<file path="config.mk">
export PLATFORM = sky130hd
export DESIGN_NAME = cam_out_formatter
export DESIGN_NICKNAME = d
export VERILOG_FILES = /design/src/rtl/cof_pkg.sv /design/src/rtl/cof_ctrl.sv /design/src/rtl/cof_datapath.sv /design/src/rtl/cam_out_formatter.sv
export SDC_FILE = /design/constraint.sdc
export NUM_CORES = 1
export LEC_CHECK = 0
export ABC_CLOCK_PERIOD_IN_PS = 3640
export CORE_UTILIZATION = 49
export CTS_CLUSTER_DIAMETER = 40
export DETAILED_ROUTE_END_ITERATION = 6
export PLACE_DENSITY_LB_ADDON = 0.15
export RECOVER_POWER = 50
export SETUP_SLACK_MARGIN = 0.02
export SLEW_MARGIN = 20
export SYNTH_ARGS = -nofsm -noshare
export SYNTH_HDL_FRONTEND = slang
export SYNTH_SLANG_ARGS = --single-unit
</file>
<file path="constraint.sdc">
create_clock -name clk -period 3.64 [get_ports clk]
set_clock_uncertainty 0.15 [all_clocks]
set_input_delay 0.546 -clock clk [delete_from_list [all_inputs] [get_ports clk]]
set_output_delay 0.546 -clock clk [all_outputs]
set_load 0.01 [all_outputs]
</file>
<file path="src/rtl/cof_pkg.sv">
package cof_pkg;
  // Control byte bit positions (software-visible layout).
  localparam int BIT_XTAL   = 0;
  localparam int BIT_GATE   = 1;
  localparam int BIT_POL    = 2;
  localparam int BIT_SRC    = 3;
  localparam int BIT_NARROW = 7;

  // Strobes from control to datapath.
  typedef struct packed {
    logic step;     // pixel step edge
    logic useProc;  // processed source
    logic narrow;   // 8-bit output
    logic gate;     // clock gated to active video
    logic pol;      // 1 = falling launch edge
  } strobe_t;
endpackage

</file>
<file path="src/rtl/cof_ctrl.sv">
module cof_ctrl
  import cof_pkg::*;
#(
  parameter int ADDR_W       = 8,
  parameter int REG_W        = 8,
  parameter int MODE_W       = 3,
  parameter int CTRL_ADDR    = 'h22,
  parameter int CTRL_RESET   = 'h01,
  parameter int FAST_MODE_LO = 4,
  parameter int FAST_MODE_HI = 5
) (
  input  logic              clk,
  input  logic              rst,
  input  logic              pixCe,
  input  logic              regWrEn,
  input  logic [ADDR_W-1:0] regAddr,
  input  logic [REG_W-1:0]  regWrData,
  input  logic [MODE_W-1:0] opMode,
  output logic              modeFault,
  output logic [REG_W-1:0]  ctrlByte,
  output strobe_t           strb
);
  localparam logic [ADDR_W-1:0] ADDR_HIT = ADDR_W'(CTRL_ADDR);
  localparam logic [REG_W-1:0]  RST_VAL  = REG_W'(CTRL_RESET);

  logic [REG_W-1:0] ctrlQ;
  logic             fastMode;

  always_ff @(posedge clk) begin
    if (rst) begin
      ctrlQ <= RST_VAL;
    end else if (regWrEn && (regAddr == ADDR_HIT)) begin
      ctrlQ <= regWrData;
    end
  end

  always_comb begin
    fastMode  = (opMode == MODE_W'(FAST_MODE_LO)) || (opMode == MODE_W'(FAST_MODE_HI));
    modeFault = fastMode && !ctrlQ[BIT_XTAL];
  end

  always_comb begin
    strb.step    = pixCe;
    strb.useProc = ctrlQ[BIT_SRC];
    strb.narrow  = ctrlQ[BIT_NARROW];
    strb.gate    = ctrlQ[BIT_GATE];
    strb.pol     = ctrlQ[BIT_POL];
  end

  assign ctrlByte = ctrlQ;
endmodule

</file>
<file path="src/rtl/cof_datapath.sv">
module cof_datapath
  import cof_pkg::*;
#(
  parameter int DATA_W = 8
) (
  input  logic              clk,
  input  logic              rst,
  input  strobe_t           strb,
  input  logic [DATA_W-1:0] rawSample,
  input  logic [DATA_W-1:0] procY,
  input  logic [DATA_W-1:0] procC,
  input  logic              hsIn,
  input  logic              vsIn,
  input  logic              actIn,
  output logic [DATA_W-1:0] yOut,
  output logic [DATA_W-1:0] cOut,
  output logic              hsOut,
  output logic              vsOut,
  output logic              actOut,
  output logic              pixClkOut
);
  localparam logic [DATA_W-1:0] MID_CODE = {1'b1, {(DATA_W-1){1'b0}}};
  localparam int                SYNC_W   = 3;

  // Capture stage.
  logic [DATA_W-1:0] aRaw, aY, aC;
  logic [SYNC_W-1:0] aSync;   // {hs, vs, act}
  logic              aAct;

  always_ff @(posedge clk) begin
    if (rst) begin
      aRaw  <= '0;
      aY    <= '0;
      aC    <= '0;
      aSync <= '0;
    end else if (strb.step) begin
      aRaw  <= rawSample;
      aY    <= procY;
      aC    <= procC;
      aSync <= {hsIn, vsIn, actIn};
    end
  end
  assign aAct = aSync[0];

  // Byte-phase tracking for 8-bit output.
  logic lastAct, bytePhase, firstAct, secondByte;
  logic [DATA_W-1:0] wideY, wideC, nextY, nextC, altByte;

  always_comb begin
    firstAct   = aAct && !lastAct;
    secondByte = aAct && !firstAct && bytePhase;
    wideY      = strb.useProc ? aY : aRaw;
    wideC      = strb.useProc ? aC : MID_CODE;
    altByte    = strb.useProc ? aC : MID_CODE;
    if (strb.narrow) begin
      nextY = secondByte ? altByte : wideY;
      nextC = MID_CODE;
    end else begin
      nextY = wideY;
      nextC = wideC;
    end
  end

  // Launch stage: data, sync and clock leave on the same edge.
  logic [SYNC_W-1:0] outSync;
  logic              clkQ;

  always_ff @(posedge clk) begin
    if (rst) begin
      yOut      <= '0;
      cOut      <= '0;
      outSync   <= '0;
      lastAct   <= 1'b0;
      bytePhase <= 1'b0;
    end else if (strb.step) begin
      yOut      <= nextY;
      cOut      <= nextC;
      outSync   <= aSync;
      lastAct   <= aAct;
      bytePhase <= aAct && !secondByte;
    end
  end

  // Output clock: whole periods only, decided at the step edge.
  always_ff @(posedge clk) begin
    if (rst) begin
      clkQ <= 1'b0;
    end else if (strb.step) begin
      clkQ <= (strb.gate && !aAct) ? strb.pol : !strb.pol;
    end else begin
      clkQ <= strb.pol;
    end
  end

  assign hsOut     = outSync[2];
  assign vsOut     = outSync[1];
  assign actOut    = outSync[0];
  assign pixClkOut = clkQ;
endmodule

</file>
<file path="src/rtl/cam_out_formatter.sv">
module cam_out_formatter
  import cof_pkg::*;
#(
  parameter int DATA_W    = 8,
  parameter int ADDR_W    = 8,
  parameter int MODE_W    = 3,
  parameter int CTRL_ADDR = 'h22
) (
  input  logic              clk,
  input  logic              rst,
  input  logic              pixCe,
  input  logic              regWrEn,
  input  logic [ADDR_W-1:0] regAddr,
  input  logic [7:0]        regWrData,
  output logic [7:0]        regRdData,
  input  logic [MODE_W-1:0] opMode,
  output logic              modeFault,
  input  logic [DATA_W-1:0] rawSample,
  input  logic [DATA_W-1:0] procY,
  input  logic [DATA_W-1:0] procC,
  input  logic              hsIn,
  input  logic              vsIn,
  input  logic              actIn,
  output logic [DATA_W-1:0] yOut,
  output logic [DATA_W-1:0] cOut,
  output logic              hsOut,
  output logic              vsOut,
  output logic              actOut,
  output logic              pixClkOut
);
  strobe_t    strb;
  logic [7:0] ctrlByte;

  cof_ctrl #(
    .ADDR_W(ADDR_W), .REG_W(8), .MODE_W(MODE_W), .CTRL_ADDR(CTRL_ADDR)
  ) u_ctrl (
    .clk(clk), .rst(rst), .pixCe(pixCe), .regWrEn(regWrEn), .regAddr(regAddr),
    .regWrData(regWrData), .opMode(opMode), .modeFault(modeFault),
    .ctrlByte(ctrlByte), .strb(strb)
  );

  assign regRdData = (regAddr == ADDR_W'(CTRL_ADDR)) ? ctrlByte : 8'h00;

  cof_datapath #(.DATA_W(DATA_W)) u_dp (
    .clk(clk), .rst(rst), .strb(strb), .rawSample(rawSample), .procY(procY),
    .procC(procC), .hsIn(hsIn), .vsIn(vsIn), .actIn(actIn), .yOut(yOut),
    .cOut(cOut), .hsOut(hsOut), .vsOut(vsOut), .actOut(actOut),
    .pixClkOut(pixClkOut)
  );
endmodule

</file>
==> results.toml, run 1 <==
[status]
status = "completed"

[drt]
wl_met3_um = 284
antenna_left = 0
drc = 0
detail_route.iter0.violations = 81
first_pass_iters = 4
routed_wl_mm = 4.97
wl_met1_mm = 2.33
met2_length_mm = 2.33
num_vias = 1957
wl_per_cell_um = 13.5
dr.max_layer_used = "met4"
viasPerCell = 5.32

[clocking]
cts_sinks = 56
clockBufferDepth = 2
clk_latency_ns = 0.30
clockRootBuffer = "clkbuf_8"
ctsResizeCount = 0
h-tree-depth = 2
cts_setup_buffers = 0
path_clk_slew_ns = 0.09
cts_hold_buffers = 0
tritoncts = "yes"
cts_made_buffers = 5

[global_route]
grt_pass1_vias = 1822
grt_max_degree = 55
grt_pass1_wl_mm = 8.14
grt.total_usage_pct = 20.4
antenna_found_initial = 0
overflow = 0

[synth]
yosysWarnings = 0
seq_area_frac_synth_pct = 47.4
synth_area_sq_mm = 0.00237
yosysUniqueCellTypes = 27
synth_edf_count = 0
synth.avg_cell_area_sq_um = 9.55
netlist_instances = 248
synth-seq-cells = 56
syn_nets = 298
ys_async_sr_fraction_pct = 0
synthFlopType = "dfxtp_1"

[floorplan]
coreArea_sq_mm = 0.00450
row_count = 24
dieArea_sq_mm = 0.00511
fp.dieW_um = 71.5
initial_core_util_pct = 52.6
die_y_um = 71.5
io_pins = 79

[sta]
setup_viol = 0
fin_crit_ns = 2.95
max_freq_mhz = 339
maxSlewViolCount = 0
rsz0062_at_grt = "false"
tns_ns = 0
finalHoldViolations = 0
finalCritPeriodShare_pct = 81.0
relSlewSlack_pct = 7.43
tightest_slew_ns = 1.39

[critical_path]
crit_chain = "clkdlybuf4s50_1 -> nor4b_4 -> and3_2 -> clkdlybuf4s50_1"
critical_path_depth = 4
worst-path-max-fanout = 10
slowest_stage = "clkdlybuf4s50_1"
critPathRequiredTime_ns = 2.94
max_stage_delay_ns = 0.52
cp-end-kind = "output port"
cpMostUsedCell = "clkdlybuf4s50_1"
cp.arrival_ns = 2.25
path_class = "in2out"
reg2reg_setup_slack_ns = 1.95
path_buf_inv = 2
rr_worst_depth = 4
crit_path_start_kind = "primary input"
timing.critical_path.max_delay_family = "buffers and inverters"

[worst_hold_path]
hold_path_depth = 2
hold_class = "reg2reg"

[flow_run]
maxCapViolCount = 0

[power_and_ir_drop]
p_leak_nw = 1.26
power_density_mw_per_mm2 = 384
total_power_w = 0.00124
ir_worst_vdd_v = 0.000298

[layout]
area.sequential_sq_mm = 0.00112
drive_above_1_share_pct = 8.86
fin_nets = 365
n_fill_cell = 390
multi_input_area_sq_mm = 0.00112
n_antenna_cell = 0
area_delta_synth_final_pct = 36.0

[place]
gp_congestion = 0.763
dpl.hpwl_mm = 3.52
place.port_buffers = 77
==> report_power, final <==
| part | switching, W | internal, W |
|---|---|---|
| clock network | 0.000189 | 0.000243 |
| registers | 0.0000162 | 0.000638 |
| logic | 0.0000595 | 0.0000906 |
==> cells in the mapped netlist (4+ instances only) <==
library cell / instances / area share, %
dfxtp_1: 56 / 47
mux2i_1: 44 / 19
nor2_1: 40 / 6.3
nand2_1: 21 / 3.3
nand3_1: 16 / 3.4
a21oi_1: 9 / 1.9
clkbuf_1: 9 / 1.4
a311oi_1: 8 / 3.0
and3_2: 8 / 2.5
buf_2: 6 / 1.3
or2_2: 6 / 1.6
buf_6: 4 / 1.9
inv_1: 4 / 0.63
==> cells by family after synthesis <==
logic type             Yosys count  share of synthesized area, %
multiplexers                    44                          18.6
flip-flops                      56                          47.4
AO/OA/AOI/OAI                   22                          6.77
AND/OR/NAND/NOR                102                          21.9
buffers and inverters           24                          5.39
==> path summary, 6_finish.rpt <==
check / end / from
max: regRdData[5] / regAddr[4]
min: u_ctrl.ctrlByte[6] / u_ctrl.ctrlByte[6]
max reg2reg: u_dp.cOut[4] / u_ctrl.ctrlByte[3]
min reg2reg: u_ctrl.ctrlByte[6] / u_ctrl.ctrlByte[6]
==> registers in the layout (all words and copies together) (netlist names) <==
| signal | cells |
|---|---|
| u_dp.aC | 8 |
| u_dp.aSync | 3 |
| u_dp.yOut | 8 |
| u_ctrl.ctrlByte | 8 |
| u_dp.cOut | 8 |
| u_dp.aRaw | 8 |
| u_dp.outSync | 3 |
| u_dp.pixClkOut | 1 |
| u_dp.aY | 8 |
| u_dp.bytePhase | 1 |
==> worst reg2reg max path: stages (launching register included) <==
cell	delay, ns
dfxtp_1	0.34
buf_4	0.26
nor2b_1	0.50
nand3_1	0.16
a21oi_1	0.20
==> through the flow <==
stage          area [sq um]  setup WS [ns]  utilization (%)  hold slack [ns]  cells
2_1_floorplan          2370           1.77                -            0.280    248
3_3_place_gp           3100          0.699             68.9            0.289    360
3_5_place_dp           3100          0.680             68.9            0.301    360
4_1_cts                3230          0.680             71.7            0.315    368
5_1_grt                3220          0.551             71.5            0.337    368
6_report               3220          0.691             71.5            0.309    368
==> area by class of cell <==
type                       count  area share, %
timing repair buffer          80           24.0
clock buffer                   7           2.99
tap                           52           2.02
sequential                    56           34.8
clock inverter                 1          0.932
inverter                       4          0.466
multi-input combinational    168           34.7
==> layer usage <==
metal	up-vias	global-route usage (%)
met5	-	0
met4	0	5.88
met3	4	6.33
met2	57	33.7
met1	906	26.0
li1	990	-
==> cells in the final DEF, fill, tap and decap left out, drive strengths merged, types with 2 or more instances in the layout <==
master / synthesis / final
and3: 10 / 10
nand2: 21 / 21
inv: 4 / 4
nor2b: 2 / 2
nor4b: 2 / 2
a311oi: 9 / 9
or2: 7 / 7
nor2: 40 / 40
nand3: 16 / 16
a21oi: 9 / 9
clkdlybuf4s50: 0 / 75
mux2i: 44 / 44
dfxtp: 56 / 56
clkbuf: 9 / 11
No activity file was read; power rests on OpenSTA's default activity.
==> run 2, diff against run 1 <==
- ABC_CLOCK_PERIOD_IN_PS: 3640 -> 2700
- CORE_UTILIZATION: 49 -> 41
- clock period: 3.64 -> 2.7 ns (I/O delays scaled with it)
==> run 2 against run 1 <==
Sequential cell count is the same; wire length grew 4.6%; die area grew 19%; combinational power grew 39%; worst hold slack lost 0.00080 ns; critical path depth is the same; non-clock buffer count grew 4; sequential share of layout area shrank 0.79 points; clock power grew 26%; final area grew 2.3%; largest cell class is now multi-input combinational cells.
==> results.toml, run 2 (same netlist as run 1, synthesis figures left out) <==
[status]
status = "completed"

[flow_run]
maxCapViolCount = 0

[sta]
max_freq_mhz = 377
fin_crit_ns = 2.65
setup_ws_ns = 0.0487
finalCritPeriodShare_pct = 98.2
hold_slack_ns = 0.308
tns_ns = 0
setup_viol = 0
tightest_slew_ns = 1.23
finalHoldViolations = 0
relSlewSlack_pct = 18.0
maxSlewViolCount = 0
rsz0062_at_grt = "true"

[critical_path]
worst-path-max-fanout = 5
rr_worst_depth = 4
crit_path_start_kind = "primary input"
startpoint = "regAddr[2]"
crit_end = "regRdData[7]"
max_stage_delay_ns = 0.53
path_buf_inv = 2
slowest_stage = "clkdlybuf4s50_1"
cp-end-kind = "output port"
critical_path_depth = 4
worstReg2RegEnd = "u_dp.yOut[5]"
cp.arrival_ns = 2.10
regToRegStartpoint = "u_ctrl.ctrlByte[3]"
cpMostUsedCell = "clkdlybuf4s50_1"
timing.critical_path.max_delay_family = "buffers and inverters"
critPathRequiredTime_ns = 2.14
path_class = "in2out"
crit_chain = "clkdlybuf4s50_1 -> nor4b_4 -> and3_2 -> clkdlybuf4s50_1"
reg2reg_setup_slack_ns = 0.68

[place]
gp_congestion = 0.709
pre_cts_slack_ns = 0.0345
placed_cells = 383
placed_area_sq_mm = 0.00316
dpl.hpwl_mm = 3.58
place.port_buffers = 77

[drt]
num_vias = 1971
routed_wl_mm = 5.21
detail_route.iter0.violations = 116
viasPerCell = 5.02
first_pass_iters = 4
antenna_left = 0
wl_per_cell_um = 13.2
drc = 0

[global_route]
use_met1_pct = 24.4
gr-usage-met2_pct = 26.4
met3_usage_pct = 5.29
grt.total_usage_pct = 17.7
grt_max_degree = 35
grt.busiest_layer = "met2"
overflow = 0
antenna_found_initial = 0
grt_pass1_vias = 1788
grt_pass1_wl_mm = 8.51

[clocking]
h-tree-depth = 2
cts_hold_buffers = 0
path_clk_slew_ns = 0.09
cts_made_buffers = 5
clk_latency_ns = 0.31
clockBufferDepth = 2
cts_sinks = 56
clockRootBuffer = "clkbuf_8"
tritoncts = "yes"

[worst_hold_path]
hold_path_depth = 2
hold_class = "reg2reg"

[layout]
area_delta_synth_final_pct = 39.2
fin_nets = 370
final_cell_area_sq_mm = 0.00330
n_antenna_cell = 0
drive_above_1_share_pct = 9.97
layout_commonest_cell = "clkdlybuf4s50_1"
most-common-layout-cells = "clkdlybuf4s50_1, dfxtp_1, mux2i_1"
fin_cells = 393

[floorplan]
coreArea_sq_mm = 0.00554
dieArea_sq_mm = 0.00608
fp.dieW_um = 78.0
initial_core_util_pct = 42.7
io_pins = 79
die_y_um = 78.0
row_count = 27

[power_and_ir_drop]
ir_worst_vdd_v = 0.000307
power_density_mw_per_mm2 = 496
p_leak_nw = 1.28
[run 2: cell count changes in the layout (fill, tap and decap cells not counted), sizes merged]
cell           previous run  this run
buf                       1         5
clkinvlp                  0         1
clkbuf                   11         9
clkinv                    0         1
clkdlybuf4s50            75        72
nor4b                     2         3
dlygate4sd3               0         3
[run 2: timing repair]
action                                  4_1_cts  5_1_grt
gates resized for setup                       0        1
endpoints found under the setup margin        0        8
setup buffers                                 0        1
[run 2: per-stage QoR]
step | total power (W) | util [%]
6_report | 0.00163 | 59.5
5_1_grt | 0.00170 | 59.5
4_1_cts | 0.00166 | 59.1
3_5_place_dp | 0.00111 | 57.1
3_3_place_gp | 0.00110 | 57.1
2_1_floorplan | 0.000993 | -
[run 2: area by class of cell]
type                    instances  area [sq um]
fillers                       517          2240
multi-input cells             169          1140
flip-flops and latches         56          1120
repair buffers                 84           816
well taps                      72          90.1
clock buffers                   5          68.8
clock inverters                 3          42.5
inverters                       4          15.0
[run 2: worst min path at each step]
stage                         endpoint  slack (ns)               start
detailed placement  u_ctrl.ctrlByte[6]        0.30  u_ctrl.ctrlByte[6]
global route              u_dp.cOut[1]        0.33        u_dp.cOut[1]
finish              u_ctrl.ctrlByte[6]        0.31  u_ctrl.ctrlByte[6]
global placement    u_ctrl.ctrlByte[6]        0.29  u_ctrl.ctrlByte[6]
floorplan           u_ctrl.ctrlByte[4]        0.28  u_ctrl.ctrlByte[4]
CTS                 u_ctrl.ctrlByte[6]        0.31  u_ctrl.ctrlByte[6]
[run 2: worst min-delay path, cell delays in order (launching register included)]
cell and delay, ns:
dfxtp_1 0.32, nand2_1 0.05, mux2i_1 0.05
[run 2: report_power, final]
part           internal, W  leakage (nW)  switching, W
Sequential        0.000861         0.459     0.0000212
Clock             0.000275        0.0541      0.000271
Combinational     0.000124         0.771     0.0000833
[run 2: per-layer routing]
| metal | wire length (um) | part of all wire, % |
|---|---|---|
| met3 | 367 | 7.1 |
| met5 | 0 | 0 |
| met1 | 2510 | 48 |
| met4 | 44 | 0.85 |
| met2 | 2280 | 44 |
==> run 3, diff against run 2 <==
- GPL_TIMING_DRIVEN: unset -> 0
- PLACE_DENSITY_LB_ADDON: 0.15 -> 0.05
==> run 3 against run 2 <==
Final cell count is 3.3% higher; global-route usage is 2.0 points higher; register-to-register slack better by 0.46 ns; combinational power hardly changed; critical path depth is 1 higher; sequential power hardly changed; first-iteration DRC count is 53% lower; worst hold slack better by 0.0059 ns; largest cell class is now registers.
==> results.toml, run 3 (same netlist as run 1, synthesis figures left out) <==
[drt]
viasPerCell = 4.90
detail_route.iter0.violations = 54
wl_per_cell_um = 13.8
antenna_left = 0
drc = 0
num_vias = 1988
routed_wl_mm = 5.59
first_pass_iters = 5

[floorplan]
io_pins = 79
dieArea_sq_mm = 0.00608
die_y_um = 78.0
initial_core_util_pct = 42.7
fp.dieW_um = 78.0
coreArea_sq_mm = 0.00554
row_count = 27

[critical_path]
reg2reg_setup_slack_ns = 1.14
crit_end = "regRdData[2]"
cp.arrival_ns = 2.04
critPathRequiredTime_ns = 2.14
worst-path-max-fanout = 10
crit_path_start_kind = "primary input"
startpoint = "regAddr[6]"
cp-end-kind = "output port"
regToRegStartpoint = "u_ctrl.ctrlByte[3]"
worstReg2RegEnd = "u_dp.yOut[2]"
path_class = "in2out"
rr_worst_depth = 4

[global_route]
grt_max_degree = 17
overflow = 0
grt.total_usage_pct = 19.7
grt_pass1_vias = 1976
antenna_found_initial = 0
grt_pass1_wl_mm = 9.37

[layout]
most-common-layout-cells = "clkdlybuf4s50_1, dfxtp_1, mux2i_1"
final_cell_area_sq_mm = 0.00335
n_fill_cell = 535
fin_cells = 406
layout_commonest_cell = "clkdlybuf4s50_1"
utilization_pct = 60.5
multi_input_area_sq_mm = 0.00112
n_antenna_cell = 0
fin_nets = 383
area_delta_synth_final_pct = 41.5
drive_above_1_share_pct = 10.2
area.sequential_sq_mm = 0.00112

[place]
place.port_buffers = 75
dpl.hpwl_mm = 4.12
gp_congestion = 0.811
placed_cells = 395
placed_area_sq_mm = 0.00321

[sta]
relSlewSlack_pct = 45.2
setup_viol = 0
hold_slack_ns = 0.314
rsz0062_at_grt = "false"
max_freq_mhz = 385
finalHoldViolations = 0
finalCritPeriodShare_pct = 96.3
tightest_slew_ns = 0.822
maxSlewViolCount = 0
fin_crit_ns = 2.60

[clocking]
cts_sinks = 56
clk_latency_ns = 0.31
cts_hold_buffers = 0
clockRootBuffer = "clkbuf_8"
cts_made_buffers = 5
tritoncts = "yes"
path_clk_slew_ns = 0.09
clockBufferDepth = 2
h-tree-depth = 2
cts_setup_buffers = 3
ctsResizeCount = 0

[power_and_ir_drop]
p_leak_nw = 1.31
ir_worst_vdd_v = 0.000393
power_density_mw_per_mm2 = 502

[flow_run]
maxCapViolCount = 0

[worst_hold_path]
hold_class = "reg2reg"

[status]
status = "completed"
-- run 3: changes by cell type in the layout (fill, tap and decap cells not counted), sizes merged --
| cell | previous run | this run |
|---|---|---|
| buf | 5 | 8 |
| clkbuf | 9 | 22 |
| clkdlybuf4s50 | 72 | 75 |
| clkinv | 1 | 0 |
| clkinvlp | 1 | 0 |
| dlygate4sd3 | 3 | 0 |
| nor4b | 3 | 2 |
-- run 3: critical path, cell delays in order --
cell and delay, ns:
clkdlybuf4s50_1 0.45, nor4b_4 0.28, buf_4 0.19, and3_2 0.18, clkdlybuf4s50_1 0.53
-- run 3: per-stage QoR --
stage / setup slack, ns / setup TNS [ns] / power [W]
after global placement: -0.0202 / -0.0412 / 0.00111
after CTS: 0.120 / 0 / 0.00170
final: 0.101 / 0 / 0.00168
after global routing: 0.0619 / 0 / 0.00176
after detailed placement: 0.00301 / 0 / 0.00111
after floorplan: 1.11 / 0 / 0.000993
-- run 3: where the power goes --
group	internal [W]	switching, W	total (W)
logic	0.000124	0.0000856	0.000210
registers	0.000861	0.0000216	0.000882
clock network	0.000327	0.000262	0.000589
-- run 3: area by class of cell --
| type | count | share of cell area, % |
|---|---|---|
| Buffer | 20 | 3.18 |
| Timing Repair Buffer | 78 | 23.1 |
| Sequential cell | 56 | 33.5 |
| Multi-Input combinational cell | 168 | 33.4 |
| Clock buffer | 7 | 2.88 |
| Inverter | 4 | 0.448 |
| Clock inverter | 1 | 0.897 |
| Tap cell | 72 | 2.69 |
-- run 3: routing by layer --
layer / track usage, % / vias to the layer above / wire length (um)
li1: - / 1020 / -
met1: 27.1 / 903 / 2760
met2: 30.9 / 63 / 2440
met3: 4.59 / 2 / 361
met4: 5.00 / 0 / 32
met5: 0 / - / 0
-- run 3: worst min-delay path by stage --
stage	start	to	slack (ns)	depth (start not counted)
6_report	u_ctrl.ctrlByte[6]	u_ctrl.ctrlByte[6]	0.31	2
3_3_place_gp	u_ctrl.ctrlByte[5]	u_ctrl.ctrlByte[5]	0.29	2
4_1_cts	rst	u_dp.yOut[7]	0.24	2
3_5_place_dp	u_ctrl.ctrlByte[6]	u_ctrl.ctrlByte[6]	0.30	2
5_1_grt	u_dp.cOut[3]	u_dp.cOut[3]	0.33	2
2_1_floorplan	u_ctrl.ctrlByte[4]	u_ctrl.ctrlByte[4]	0.28	2
